==> src/rtl/tach_pkg.sv <==
package tach_pkg;

    typedef enum logic [0:0] {
        MEAS_RUN   = 1'b0,
        MEAS_STALL = 1'b1
    } meas_state_t;

    localparam logic [7:0] IDX_CNT_LO  = 8'h10;
    localparam logic [7:0] IDX_CNT_HI  = 8'h11;
    localparam logic [7:0] IDX_BASE_HI = 8'h30;
    localparam logic [7:0] IDX_BASE_LO = 8'h31;

endpackage

==> src/rtl/tach_sync_edge.sv <==
module tach_sync_edge #(
    parameter int SYNC_STAGES = 2
) (
    input  logic clk,
    input  logic rst_n,
    input  logic tach_in,
    output logic rise
);
    logic [SYNC_STAGES-1:0] sync_q;
    logic                   last_q;

    always_ff @(posedge clk or negedge rst_n) begin
        if (!rst_n) sync_q[0] <= 1'b0;
        else        sync_q[0] <= tach_in;
    end

    generate
        for (genvar i = 1; i < SYNC_STAGES; i++) begin : g_stage
            always_ff @(posedge clk or negedge rst_n) begin
                if (!rst_n) sync_q[i] <= 1'b0;
                else        sync_q[i] <= sync_q[i-1];
            end
        end
    endgenerate

    always_ff @(posedge clk or negedge rst_n) begin
        if (!rst_n) last_q <= 1'b0;
        else        last_q <= sync_q[SYNC_STAGES-1];
    end

    assign rise = sync_q[SYNC_STAGES-1] & ~last_q;

    // a revolution edge cannot repeat in back-to-back cycles
    assert_edge_gap_R2: assert property (@(posedge clk) disable iff (!rst_n)
        rise |=> !rise);

endmodule

==> src/rtl/tach_period.sv <==
module tach_period
    import tach_pkg::*;
#(
    parameter int TICK_DIV = 1388,
    parameter int CNT_W    = 16
) (
    input  logic             clk,
    input  logic             rst_n,
    input  logic             rise,
    output logic [CNT_W-1:0] result
);
    localparam int DIV_W = (TICK_DIV > 1) ? $clog2(TICK_DIV) : 1;
    localparam logic [CNT_W-1:0] CNT_MAX = {CNT_W{1'b1}};

    logic [DIV_W-1:0] div_q;
    logic             tick;
    logic [CNT_W-1:0] cnt_q;
    logic [CNT_W-1:0] cnt_inc;
    meas_state_t      state_q, state_nx;

    always_ff @(posedge clk or negedge rst_n) begin
        if (!rst_n)    div_q <= '0;
        else if (tick) div_q <= '0;
        else           div_q <= div_q + DIV_W'(1);
    end
    assign tick = (div_q == DIV_W'(TICK_DIV - 1));

    assign cnt_inc = (cnt_q == CNT_MAX) ? CNT_MAX : cnt_q + CNT_W'(tick);

    always_ff @(posedge clk or negedge rst_n) begin
        if (!rst_n) state_q <= MEAS_RUN;
        else        state_q <= state_nx;
    end

    always_comb begin
        state_nx = state_q;
        unique case (state_q)
            MEAS_RUN:   if (!rise && cnt_inc == CNT_MAX) state_nx = MEAS_STALL;
            MEAS_STALL: if (rise)                        state_nx = MEAS_RUN;
            default:    state_nx = MEAS_RUN;
        endcase
    end

    always_ff @(posedge clk or negedge rst_n) begin
        if (!rst_n) begin
            cnt_q  <= '0;
            result <= '0;
        end else if (rise) begin
            result <= cnt_inc;
            cnt_q  <= '0;
        end else if (state_q == MEAS_RUN && cnt_inc == CNT_MAX) begin
            result <= CNT_MAX;
            cnt_q  <= CNT_MAX;
        end else begin
            cnt_q  <= cnt_inc;
        end
    end

    // an edge restarts the running count
    assert_restart_R3: assert property (@(posedge clk) disable iff (!rst_n)
        rise |=> cnt_q == '0);

    // without an edge the count moves by at most one
    assert_step_R2: assert property (@(posedge clk) disable iff (!rst_n)
        !rise |=> (cnt_q == $past(cnt_q) || cnt_q == $past(cnt_q) + CNT_W'(1)));

    // while stalled the reported value stays at the maximum
    assert_stall_hold_R4: assert property (@(posedge clk) disable iff (!rst_n)
        (state_q == MEAS_STALL && !rise) |=> result == CNT_MAX);

endmodule

==> src/rtl/tach_regs.sv <==
module tach_regs
    import tach_pkg::*;
#(
    parameter logic [15:0] BASE_RST = 16'h0480
) (
    input  logic        clk,
    input  logic        rst_n,
    input  logic [15:0] bus_addr,
    input  logic        bus_rd,
    input  logic        bus_wr,
    input  logic [7:0]  bus_wdata,
    input  logic [15:0] result,
    output logic [7:0]  bus_rdata
);
    logic [15:0] base_q;
    logic [7:0]  index_q;
    logic [7:0]  held_hi_q;
    logic        hit_idx, hit_dat;
    logic        lo_rd;
    logic [7:0]  sel_data;

    assign hit_idx = (bus_addr == base_q);
    assign hit_dat = (bus_addr == base_q + 16'd1);
    assign lo_rd   = bus_rd && hit_dat && (index_q == IDX_CNT_LO);

    always_comb begin
        unique case (index_q)
            IDX_CNT_LO:  sel_data = result[7:0];
            IDX_CNT_HI:  sel_data = held_hi_q;
            IDX_BASE_HI: sel_data = base_q[15:8];
            IDX_BASE_LO: sel_data = base_q[7:0];
            default:     sel_data = 8'h00;
        endcase
    end

    always_ff @(posedge clk or negedge rst_n) begin
        if (!rst_n) begin
            base_q    <= BASE_RST;
            index_q   <= 8'h00;
            held_hi_q <= 8'h00;
            bus_rdata <= 8'h00;
        end else begin
            if (bus_rd && hit_idx)      bus_rdata <= index_q;
            else if (bus_rd && hit_dat) bus_rdata <= sel_data;
            else                        bus_rdata <= 8'h00;
            if (lo_rd) held_hi_q <= result[15:8];
            if (bus_wr && hit_idx) index_q <= bus_wdata;
            if (bus_wr && hit_dat) begin
                if (index_q == IDX_BASE_HI) base_q[15:8] <= bus_wdata;
                if (index_q == IDX_BASE_LO) base_q[7:0]  <= bus_wdata;
            end
        end
    end

    // a low byte read captures the high half of the same sample
    assert_hold_on_lo_R6: assert property (@(posedge clk) disable iff (!rst_n)
        lo_rd |=> held_hi_q == $past(result[15:8]));

    // the holding register changes only through a low byte read
    assert_hold_stable_R7: assert property (@(posedge clk) disable iff (!rst_n)
        !lo_rd |=> $stable(held_hi_q));

    // no read strobe means zero on the read bus next cycle
    assert_idle_zero_R5: assert property (@(posedge clk) disable iff (!rst_n)
        !bus_rd |=> bus_rdata == 8'h00);

endmodule

==> src/rtl/tach_monitor.sv <==
module tach_monitor #(
    parameter int          CLK_HZ   = 125_000_000,
    parameter int          TICK_HZ  = 90_000,
    parameter int          TICK_DIV = CLK_HZ / TICK_HZ,
    parameter int          CNT_W    = 16,
    parameter logic [15:0] BASE_RST = 16'h0480
) (
    input  logic        clk,
    input  logic        rst_n,
    input  logic        tach_in,
    input  logic [15:0] bus_addr,
    input  logic        bus_rd,
    input  logic        bus_wr,
    input  logic [7:0]  bus_wdata,
    output logic [7:0]  bus_rdata
);
    logic             rise;
    logic [CNT_W-1:0] result;
    logic [15:0]      result16;

    tach_sync_edge #(.SYNC_STAGES(2)) u_sync (
        .clk(clk), .rst_n(rst_n), .tach_in(tach_in), .rise(rise)
    );

    tach_period #(.TICK_DIV(TICK_DIV), .CNT_W(CNT_W)) u_period (
        .clk(clk), .rst_n(rst_n), .rise(rise), .result(result)
    );

    assign result16 = 16'(result);

    tach_regs #(.BASE_RST(BASE_RST)) u_regs (
        .clk(clk), .rst_n(rst_n), .bus_addr(bus_addr), .bus_rd(bus_rd),
        .bus_wr(bus_wr), .bus_wdata(bus_wdata), .result(result16),
        .bus_rdata(bus_rdata)
    );

endmodule

==> config.mk <==
export PLATFORM = sky130hd
export DESIGN_NAME = tach_monitor
export DESIGN_NICKNAME = d
export VERILOG_FILES = /design/src/rtl/tach_pkg.sv /design/src/rtl/tach_sync_edge.sv /design/src/rtl/tach_period.sv /design/src/rtl/tach_regs.sv /design/src/rtl/tach_monitor.sv
export SDC_FILE = /design/constraint.sdc
export NUM_CORES = 1
export LEC_CHECK = 0
export ABC_AREA = 1
export BUFFER_PORTS_ARGS = -buffer_cell sky130_fd_sc_hd__buf_2
export CAP_MARGIN = 20
export CORE_ASPECT_RATIO = 1.25
export CORE_UTILIZATION = 57
export DETAILED_ROUTE_END_ITERATION = 16
export PLACE_DENSITY = 0.76
export SYNTH_ARGS = -nofsm -noshare
export SYNTH_HDL_FRONTEND = slang
export SYNTH_SLANG_ARGS = --single-unit
==> constraint.sdc <==
create_clock -name clk -period 3.8 [get_ports clk]
set_clock_uncertainty 0.2 [all_clocks]
set_input_delay 0.19 -clock clk [delete_from_list [all_inputs] [get_ports clk]]
set_output_delay 0.19 -clock clk [all_outputs]
set_load 0.01 [all_outputs]
==> results.txt, run 1 <==
status - finished clean
commonest non-fill, non-tap cells in the layout - nand2_1, dfrtp_1, nor2_1
total global-route track usage - 0.285
clock tree root buffer cell - clkbuf_8
area of the multi-input gates - 2470 um2
setup tns final - 0 ns
crit-path cells - ha_1 -> nand3_1 -> nor3_1 -> ha_1 -> inv_1 -> nor2_1 -> nand4_1 -> nand3_1 -> nand2_1 -> nor2_1 -> nand4_4 -> nand2_4 -> nand2_1 -> nand2_1
peak supply drop - 289 uV
most common cell after layout, fill and taps aside - nand2_1
die area - 9150 um2
Mapped Nets - 731
Critical Path RT - 3.88 ns
FF+latch area - 2180 um2
CP startpoint kind - flop
largest net degree at the start of global routing - 62
via count - 4657
First-pass DRT Iterations - 5
Pwr Density - 308 nW/um2
Worst Hold Class - in2reg
first-pass GRT wire length - 20.1 mm
MaxCap Viol Count - 0
Primary FF master, synth - dfrtp_1
Num CTS Buffers - 9
CP peak stage delay - 0.39 ns
cts hold-fix bufs - 11
RSZ-0062 raised after global routing - false
I/O pins - 37
syn_area_per_cell - 7.16 um2
ys async rst share - 1.00
Slew Viols, Final - 0
Final Hold Violating Endpoints - 0
min cycle time layout - 3.22 ns
Max-slew headroom - 0.496
core area - 8380 um2
Layout Nets - 774
crit share post-route - 0.848
starting density of the core - 0.597
library cells used by synthesis - 33
# setup viols final - 0
DR WL/cell - 14.0 um
setup bufs post-CTS - 0
synthesized area - 5000 um2
Comb pwr share - 0.071
EDFF count, synth - 0
Initial DRC Count - 266
Crit Path Class - reg2reg
Worst setup EP type - flop
PortBufs - 36
Layout Utilization - 0.664
DR vias/cell - 5.40
Seq/Total Area, Yosys - 0.436
Yosys reg bits - 87
post-cts resize count - 0
Worst EP arrival - 3.31 ns
die width - 85.8 um
number of core rows - 37
cell count after synthesis - 698
YS warnings - 0
fraction of layout cells with a size suffix above 1 - 0.0979
Setup WS post-layout - 0.578 ns
htree depth - 3
pre-CTS setup slack - 0.599 ns
Slowest-stage cell, CP - nor2_1
synthesis-to-layout area growth - 11.3%
initial antenna violation count - 0
drt total wl - 12.1 mm
Fmax - 0.310 GHz
global route overflow - 0
switching power summed over all nets - 401 uW
fill count - 740
Residual DRC - 0
leakage - 0.00284 uW
placer's final routability congestion estimate - 1.03
worst-margin pin slew - 0.756 ns
clock sink count - 87
clk slew on worst S/H paths - 0.08 ns
CTS Buffer Depth - 2
CTS tree - built
sequential group share of total power - 0.562
clk_lat worst skew - 0.35 ns
ANT cells - 0
hold slack - 0.0893 ns
Power Internal - 1310 uW
Detail Route Antenna Nets - 0
DPL Wire Length - 9.14 mm
die height - 107 um
clock power share - 0.367
Crit path top cell by count - nand2_1
Net Sw Frac - 0.234
vias in the first global route - 4430
total power - 1720 uW
CP max FO - 17
[cell usage after synthesis (all sizes together), types with 2 or more instances]
cell type  instances  area share
a21oi              7      0.0070
nand4             55       0.073
xnor2             14       0.025
inv               67       0.050
nor3               5      0.0050
dfrtp             85        0.43
nor2              85       0.073
nand3b             2      0.0030
clkinv             2      0.0015
dfstp              2       0.011
clkbuf            12      0.0090
ha                 4       0.010
xor2              10       0.018
nand3             59       0.060
buf                6      0.0083
o21ai             12       0.012
nand2            265        0.20
[per-layer routing]
layer | share of wire | GRT usage | wire length (um)
met5 | 0 | 0 | 0
met4 | 0.049 | 0.168 | 591
met3 | 0.039 | 0.0446 | 474
met2 | 0.50 | 0.491 | 6080
met1 | 0.41 | 0.334 | 4930
[cells by family (layout without fill, tap and decap cells)]
| group | Yosys count | count (layout) | synth area share |
|---|---|---|---|
| flip-flops | 87 | 87 | 0.436 |
| AO/OA/AOI/OAI | 21 | 21 | 0.0223 |
| adder cells (fa/ha/maj) | 4 | 4 | 0.0100 |
| XOR/XNOR | 24 | 24 | 0.0420 |
| buffers and inverters | 87 | 135 | 0.0691 |
| AND/OR/NAND/NOR | 475 | 475 | 0.421 |
[stage by stage]
step	std cells	instance area (um2)
after floorplan	698	5000
after global placement	836	5270
after detailed placement	836	5270
after CTS	863	5570
after global routing	863	5570
final	863	5570
[critical path, delay by kind of cell (launching register included)]
kind	cells	cell delay [ns]
and+or+nand+nor	11	2.09
DFF	1	0.37
buffers and inverters	1	0.06
adders and majority gates	2	0.44
[path summary, 6_finish.rpt]
path / end / start / slack [ns] / depth (start not counted)
min in group asynchronous: u_period.cnt_q[14] / rst_n / 0.23 / 2
min reg2reg: u_sync.sync_q[1] / u_sync.sync_q[0] / 0.17 / 0
max: u_period.result[9] / u_period.div_q[0] / 0.58 / 14
max in group asynchronous: u_period.div_q[5] / rst_n / 2.31 / 3
max reg2reg: u_period.result[9] / u_period.div_q[0] / 0.58 / 14
min: u_regs.base_q[7] / bus_wr / 0.09 / 3
[flip-flops by register name (all words and copies together) (netlist names)]
register and count:
u_period.cnt_q 16, u_sync.sync_q 2, u_sync.last_q 1, u_regs.held_hi_q 8, u_period.result 16, u_regs.index_q 8
u_regs.base_q 16, u_regs.bus_rdata 8, u_period.div_q 11, u_period.state_q 1
[power groups by stage]
stage	Combinational, uW	Sequential (uW)	Clock (uW)
6_report	122	964	629
5_1_grt	138	967	686
4_1_cts	123	963	644
2_1_floorplan	61.6	977	0
3_3_place_gp	111	981	0
3_5_place_dp	113	982	0
[cell type report]
class | instances | area share
sequential | 87 | 0.392
timing repair buffer | 50 | 0.0567
multi-input combinational | 524 | 0.445
inverter | 69 | 0.0465
clock buffer | 12 | 0.0261
clock inverter | 4 | 0.00809
tap | 117 | 0.0263
Note: power is estimated with default switching activity, not from simulation.
==> run 2, diff against run 1 <==
Settings changed: ABC_AREA 1 to 0.
Clock period 3.8 ns to 3.35 ns, I/O delays scaled along.
==> run 2 against run 1 <==
  * Die area decreased by 6.4%
  * Sequential cell count is the same
  * Synthesized cell count fell by 36%
  * Largest cell class unchanged
  * Worst hold slack improved by 0.081 ns
  * Critical endpoint is now u_period.result[12]
  * Final area shrank 1.2%
  * Highest routed layer unchanged
  * Core utilization grew 3.3 points
  * Critical path depth shrank 4
==> results.txt, run 2 <==
status - finished clean
Yosys reg bits - 87 (unchanged)
Seq/Total Area, Yosys - 0.467 (+0.0307)
ANT cells - 0 (unchanged)
Pwr Density - 349 nW/um2 (+13%)
clock sink count - 87 (unchanged)
CP peak stage delay - 0.54 ns (+0.15 ns)
Mapped Nets - 482 (-34%)
fill count - 600 (-19%)
Layout Nets - 549 (-29%)
clk_lat worst skew - 0.37 ns (+0.02 ns)
Worst setup EP type - flop
First-pass DRT Iterations - 4 (-1)
drt total wl - 10.9 mm (-9.7%)
switching power summed over all nets - 489 uW (+22%)
Primary FF master, synth - dfrtp_1
count leader, synth - dfrtp_1
Comb pwr share - 0.073 (+0.002)
crit share post-route - 0.991 (+0.143)
DR vias/cell - 5.90 (+9.3%)
Crit Path Class - reg2reg
number of core rows - 36 (-2.7%)
I/O pins - 37 (unchanged)
placer's final routability congestion estimate - 0.944 (-8.3%)
Slew Viols, Final - 0 (unchanged)
FF+latch area - 2180 um2 (unchanged)
leading area contributor after synthesis - dfrtp_1
top cells by area, synth - dfrtp_1, mux2_4, nand2_1
Net Sw Frac - 0.254 (+0.0207)
ys async rst share - 1.00 (unchanged)
EDFF count, synth - 0 (unchanged)
DR WL/cell - 17.7 um (+26%)
Setup WS post-layout - 0.0314 ns (-0.547 ns)
first-pass GRT wire length - 17.7 mm (-12%)
core area - 7880 um2 (-5.9%)
Power Internal - 1430 uW (+9.0%)
Max-slew headroom - 0.583 (+0.0869)
MaxCap Viol Count - 0 (unchanged)
via count - 3632 (-22%)
min cycle time layout - 3.32 ns (+0.0969 ns)
pre-CTS setup slack - -0.158 ns (-0.756 ns)
syn_area_per_cell - 10.4 um2 (+45%)
# setup viols final - 0 (unchanged)
peak supply drop - 288 uV (-0.52%)
CTS Buffer Depth - 2 (unchanged)
total global-route track usage - 0.269 (-0.0154)
htree depth - 3 (unchanged)
area of the multi-input gates - 2450 um2 (-0.91%)
die height - 103 um (-3.3%)
sequential group share of total power - 0.564 (+0.002)
Detail Route Antenna Nets - 0 (unchanged)
clk slew on worst S/H paths - 0.10 ns (+0.02 ns)
Slowest-stage cell, CP - or4_4
commonest non-fill, non-tap cells in the layout - dfrtp_1, nand2_1, nor2_1
YS warnings - 0 (unchanged)
Fmax - 0.301 GHz (-2.9%)
Worst Hold Class - reg2reg
Synth top area share - 0.455 (+0.0300)
die width - 83.0 um (-3.3%)
largest net degree at the start of global routing - 88 (+42%)
Initial DRC Count - 202 (-24%)
Worst EP arrival - 3.41 ns (+0.10 ns)
library cells used by synthesis - 53 (+61%)
DPL Wire Length - 7.92 mm (-13%)
Residual DRC - 0 (unchanged)
CP startpoint kind - flop
Crit path top cell by count - or4_4
CTS tree - built
leakage - 0.00259 uW (-8.6%)
most common cell after layout, fill and taps aside - dfrtp_1
crit-path cells - or4_4 -> nor3_4 -> ha_4 -> nand4_1 -> or4_4 -> a21oi_2 -> o21ai_2 -> o31ai_4 -> or4b_4 -> o211ai_1
RSZ-0062 raised after global routing - true
worst-margin pin slew - 0.625 ns (-0.130 ns)
cell count after synthesis - 449 (-36%)
global route overflow - 0 (unchanged)
Layout Utilization - 0.697 (+0.0333)
initial antenna violation count - 0 (unchanged)
PortBufs - 36 (unchanged)
clock tree root buffer cell - clkbuf_8
fraction of layout cells with a size suffix above 1 - 0.274 (+0.177)
CP max FO - 3 (-14)
Commonest cells post-synth - dfrtp_1, nand2_1, nor2_1, xor2_1, nand3_1
die area - 8560 um2 (-6.4%)
clock power share - 0.363 (-0.004)
starting density of the core - 0.593 (-0.00415)
vias in the first global route - 3626 (-18%)
Largest regs - u_period.cnt_q (16), u_period.result (16), u_regs.base_q (16)
synthesized area - 4670 um2 (-6.6%)
Num CTS Buffers - 9 (unchanged)
synthesis-to-layout area growth - 17.7%
Final Hold Violating Endpoints - 0 (unchanged)
Critical Path RT - 3.44 ns (-0.44 ns)
-- run 2: changes by cell type after synthesis, sizes merged, moves of 6 or more --
cell	previous run	this run
nand3	59	22
nor4	1	7
o41ai	0	8
nor2	85	53
nand4	55	9
mux2	0	32
inv	67	7
o21ai	12	18
nand2	265	63
mux4	0	8
xor2	10	24
-- run 2: power by group through the flow --
stage	combinational, uW	clock [uW]	sequential, uW
floorplan	66.9	0	1100
global route	157	758	1090
detailed placement	126	0	1100
global placement	122	0	1100
CTS	137	715	1080
finish	141	698	1080
-- run 2: worst max-delay path, delay by kind of cell (launching register included) --
| family | cells | cell delay, ns |
|---|---|---|
| adder cells (fa/ha/maj) | 1 | 0.18 |
| flip-flops | 1 | 0.38 |
| AND/OR/NAND/NOR | 5 | 1.84 |
| AO/OA/AOI/OAI | 4 | 0.64 |
-- run 2: area by class of cell --
cell class / count / area share
tap: 95 / 0.0216
timing repair buffer: 76 / 0.0970
clock buffer: 10 / 0.0250
sequential: 87 / 0.396
multi-input combinational: 335 / 0.446
inverter: 7 / 0.00478
clock inverter: 6 / 0.00910
-- run 2: final timing paths --
path                                    from  cells past startpoint                  end  slack (ns)
max                        u_period.div_q[7]                     10  u_period.result[12]        0.03
min                         u_sync.sync_q[0]                      0     u_sync.sync_q[1]        0.17
max reg2reg                u_period.div_q[7]                     10  u_period.result[12]        0.03
min reg2reg                 u_sync.sync_q[0]                      0     u_sync.sync_q[1]        0.17
max in group asynchronous              rst_n                      4     u_regs.base_q[7]        1.80
min in group asynchronous              rst_n                      3    u_period.div_q[3]        0.51
-- run 2: cell families (layout without fill, tap and decap cells) --
| group | after synthesis | after routing | share of synthesized area |
|---|---|---|---|
| fa+ha+maj | 4 | 4 | 0.0107 |
| buf+inv | 27 | 99 | 0.0273 |
| simple gates | 191 | 191 | 0.199 |
| flops | 87 | 87 | 0.467 |
| xor+xnor | 43 | 43 | 0.0806 |
| compound gates | 54 | 54 | 0.0804 |
| mux | 43 | 43 | 0.135 |
-- run 2: repair_timing --
| action | 4_1_cts | 5_1_grt |
|---|---|---|
| setup endpoints to repair | 2 | 16 |
| endpoints found under the hold margin | 118 | 10 |
| setup buffers | 4 | 2 |
| pin swaps | 4 | 3 |
| hold buffers | 11 | 1 |
| gates resized for setup | 8 | 4 |
-- run 2: layer usage --
metal,vias up,track usage,wire (um)
li1,1718,-,-
met5,-,0,0
met1,1790,0.301,4380
met2,91,0.493,5740
met3,33,0.0484,372
met4,0,0.151,401
-- run 2: stage by stage --
| step | hold WS (ns) | cell area (um2) | std cells | total power, uW | setup TNS [ns] |
|---|---|---|---|---|---|
| final | 0.170 | 5500 | 616 | 1920 | 0 |
| after global placement | 0.0852 | 5050 | 581 | 1220 | 0 |
| after detailed placement | 0.0918 | 5050 | 581 | 1230 | -0.312 |
| after floorplan | -0.328 | 4690 | 449 | 1160 | -0.0370 |
| after CTS | 0.173 | 5420 | 612 | 1930 | -0.0213 |
| after global routing | 0.177 | 5500 | 616 | 2000 | -1.02 |
==> run 3, diff against run 2 <==
Settings changed: ABC_AREA 0 to 1, MAX_ROUTING_LAYER from default to met4.
==> run 3 against run 2 <==
  * Wire length grew 9.5%
  * Final area grew 3.4%
  * Power grew 9.3%
  * Register-to-register slack gained 0.27 ns
  * Critical path depth grew 4
==> results.txt, run 3 (synthesis gave the netlist of run 1 again) <==
Residual DRC - 0 (unchanged)
drt total wl - 11.9 mm (+9.5%)
final std cells w/o fill - 868 (+41%)
crit share post-route - 0.909 (-0.0816)
Worst Hold Class - in2async
via count - 4659 (+28%)
ANT cells - 0 (unchanged)
CTS tree - built
RSZ-0062 raised after global routing - false
first-pass GRT wire length - 20.4 mm (+15%)
DR vias/cell - 5.37 (-9.0%)
setup tns final - 0 ns (unchanged)
CP startpoint kind - flop
min cycle time layout - 3.05 ns (-0.273 ns)
Num CTS Buffers - 9 (unchanged)
fraction of layout cells with a size suffix above 1 - 0.108 (-0.167)
I/O pins - 37 (unchanged)
clock sink count - 87 (unchanged)
Fmax - 0.328 GHz (+9.0%)
DP Cell Count - 836 (+44%)
placer's final routability congestion estimate - 0.951 (+0.76%)
Final Cell Area - 5680 um2 (+3.4%)
total global-route track usage - 0.296 (+0.0265)
most common cell after layout, fill and taps aside - nand2_1
DR WL/cell - 13.7 um (-22%)
Max-slew headroom - 0.511 (-0.0716)
DPL Wire Length - 9.06 mm (+14%)
status - finished clean
leakage - 0.00289 uW (+11%)
vias in the first global route - 4485 (+24%)
global route overflow - 0 (unchanged)
Initial DRC Count - 294 (+46%)
die height - 107 um (+3.4%)
worst-margin pin slew - 0.732 ns (+0.107 ns)
MaxCap Viol Count - 0 (unchanged)
switching power summed over all nets - 475 uW (-2.9%)
Largest regs - u_period.cnt_q (16), u_period.result (16), u_regs.base_q (16)
clock power share - 0.413 (+0.050)
Pwr Density - 369 nW/um2 (+5.7%)
Power Internal - 1630 uW (+14%)
core area - 8380 um2 (+6.3%)
clk slew on worst S/H paths - 0.08 ns (-0.02 ns)
largest net degree at the start of global routing - 88 (unchanged)
number of core rows - 37 (+2.8%)
First-pass DRT Iterations - 5 (+1)
Layout Utilization - 0.678 (-0.0191)
Comb pwr share - 0.067 (-0.006)
initial antenna violation count - 0 (unchanged)
Worst EP arrival - 3.10 ns (-0.31 ns)
Worst setup EP type - flop
die width - 85.8 um (+3.4%)
# setup viols final - 0 (unchanged)
PortBufs - 36 (unchanged)
commonest non-fill, non-tap cells in the layout - nand2_1, dfrtp_1, nor2_1
Final Hold Violating Endpoints - 0 (unchanged)
Net Sw Frac - 0.226 (-0.0284)
Crit Path Class - reg2reg
Layout Nets - 779 (+42%)
die area - 9150 um2 (+6.9%)
Detail Route Antenna Nets - 0 (unchanged)
synthesis-to-layout area growth - 13.7%
Slew Viols, Final - 0 (unchanged)
sequential group share of total power - 0.521 (-0.043)
clock tree root buffer cell - clkbuf_8
starting density of the core - 0.597 (+0.00415)
htree depth - 3 (unchanged)
Critical Path RT - 3.40 ns (-0.04 ns)
placement-stage cell area - 5270 um2 (+4.3%)
clk_lat worst skew - 0.36 ns (about the same)
CP max FO - 9 (+6)
CTS Buffer Depth - 2 (unchanged)
peak supply drop - 283 uV (-1.6%)
-- run 3: changes by cell type in the layout (fill, tap and decap cells not counted), sizes merged, moves of 14 or more --
| cell | previous run | this run |
|---|---|---|
| buf | 64 | 44 |
| inv | 10 | 67 |
| mux2 | 32 | 0 |
| nand2 | 63 | 265 |
| nand3 | 22 | 59 |
| nand4 | 9 | 55 |
| nor2 | 53 | 85 |
| xor2 | 24 | 10 |
-- run 3: timing repair --
action                                  CTS  global route
endpoints found under the setup margin    0            16
setup buffers                             0             4
hold buffers                             11             0
resized for setup                         0             3
hold endpoints to repair                118             0
-- run 3: power groups by stage --
stage | logic [uW] | registers, uW | clock network (uW)
finish | 140 | 1090 | 866
floorplan | 69.9 | 1110 | 0
global placement | 124 | 1110 | 0
global route | 161 | 1100 | 933
CTS | 138 | 1090 | 882
detailed placement | 127 | 1110 | 0
-- run 3: final timing paths --
path                                         from                 end  slack [ns]  cells after the start
worst max-delay path            u_period.div_q[0]  u_period.result[6]        0.30                     14
worst min-delay path                        rst_n  u_period.cnt_q[11]       0.008                      2
worst max register to register  u_period.div_q[0]  u_period.result[6]        0.30                     14
worst min register to register   u_sync.sync_q[0]    u_sync.sync_q[1]        0.16                      0
max in group asynchronous                   rst_n   u_regs.base_q[10]        2.30                      3
min in group clk                           bus_wr    u_regs.base_q[7]        0.06                      3
-- run 3: area by class of cell --
cell class / instances / area (um2)
timing repair buffer: 55 / 373
clock inverter: 6 / 109
inverter: 69 / 259
clock buffer: 10 / 128
fill: 706 / 2700
sequential: 87 / 2180
tap: 117 / 146
multi-input combinational: 524 / 2490
-- run 3: layer usage --
layer  GRT usage  wire length (um)  vias to the layer above
li1            -                 -                     2339
met1       0.334              4850                     2128
met2       0.502              6060                      145
met3      0.0508               509                       47
met4       0.157               514                        0
met5           -                 0                        -
-- run 3: through the flow --
stage               hold slack (ns)  setup slack [ns]  power (uW)
global route                 0.0305            0.0397        2190
global placement             0.0877             0.294        1240
floorplan                    -0.328             0.232        1180
finish                      0.00824             0.305        2100
detailed placement           0.0890            0.0732        1240
CTS                          0.0185            0.0355        2110
-- run 3: critical path: stages, from the launching register on --
cell and delay (ns):
dfrtp_1 0.37, ha_1 0.19, nand3_1 0.13, nor3_2 0.23, ha_1 0.23, inv_1 0.05, nor2_1 0.34, nand4_1 0.21
nand3_1 0.17, nand2_1 0.07, nor2_1 0.22, nand4_4 0.18, buf_4 0.20, nand3_1 0.07, nand2_1 0.07
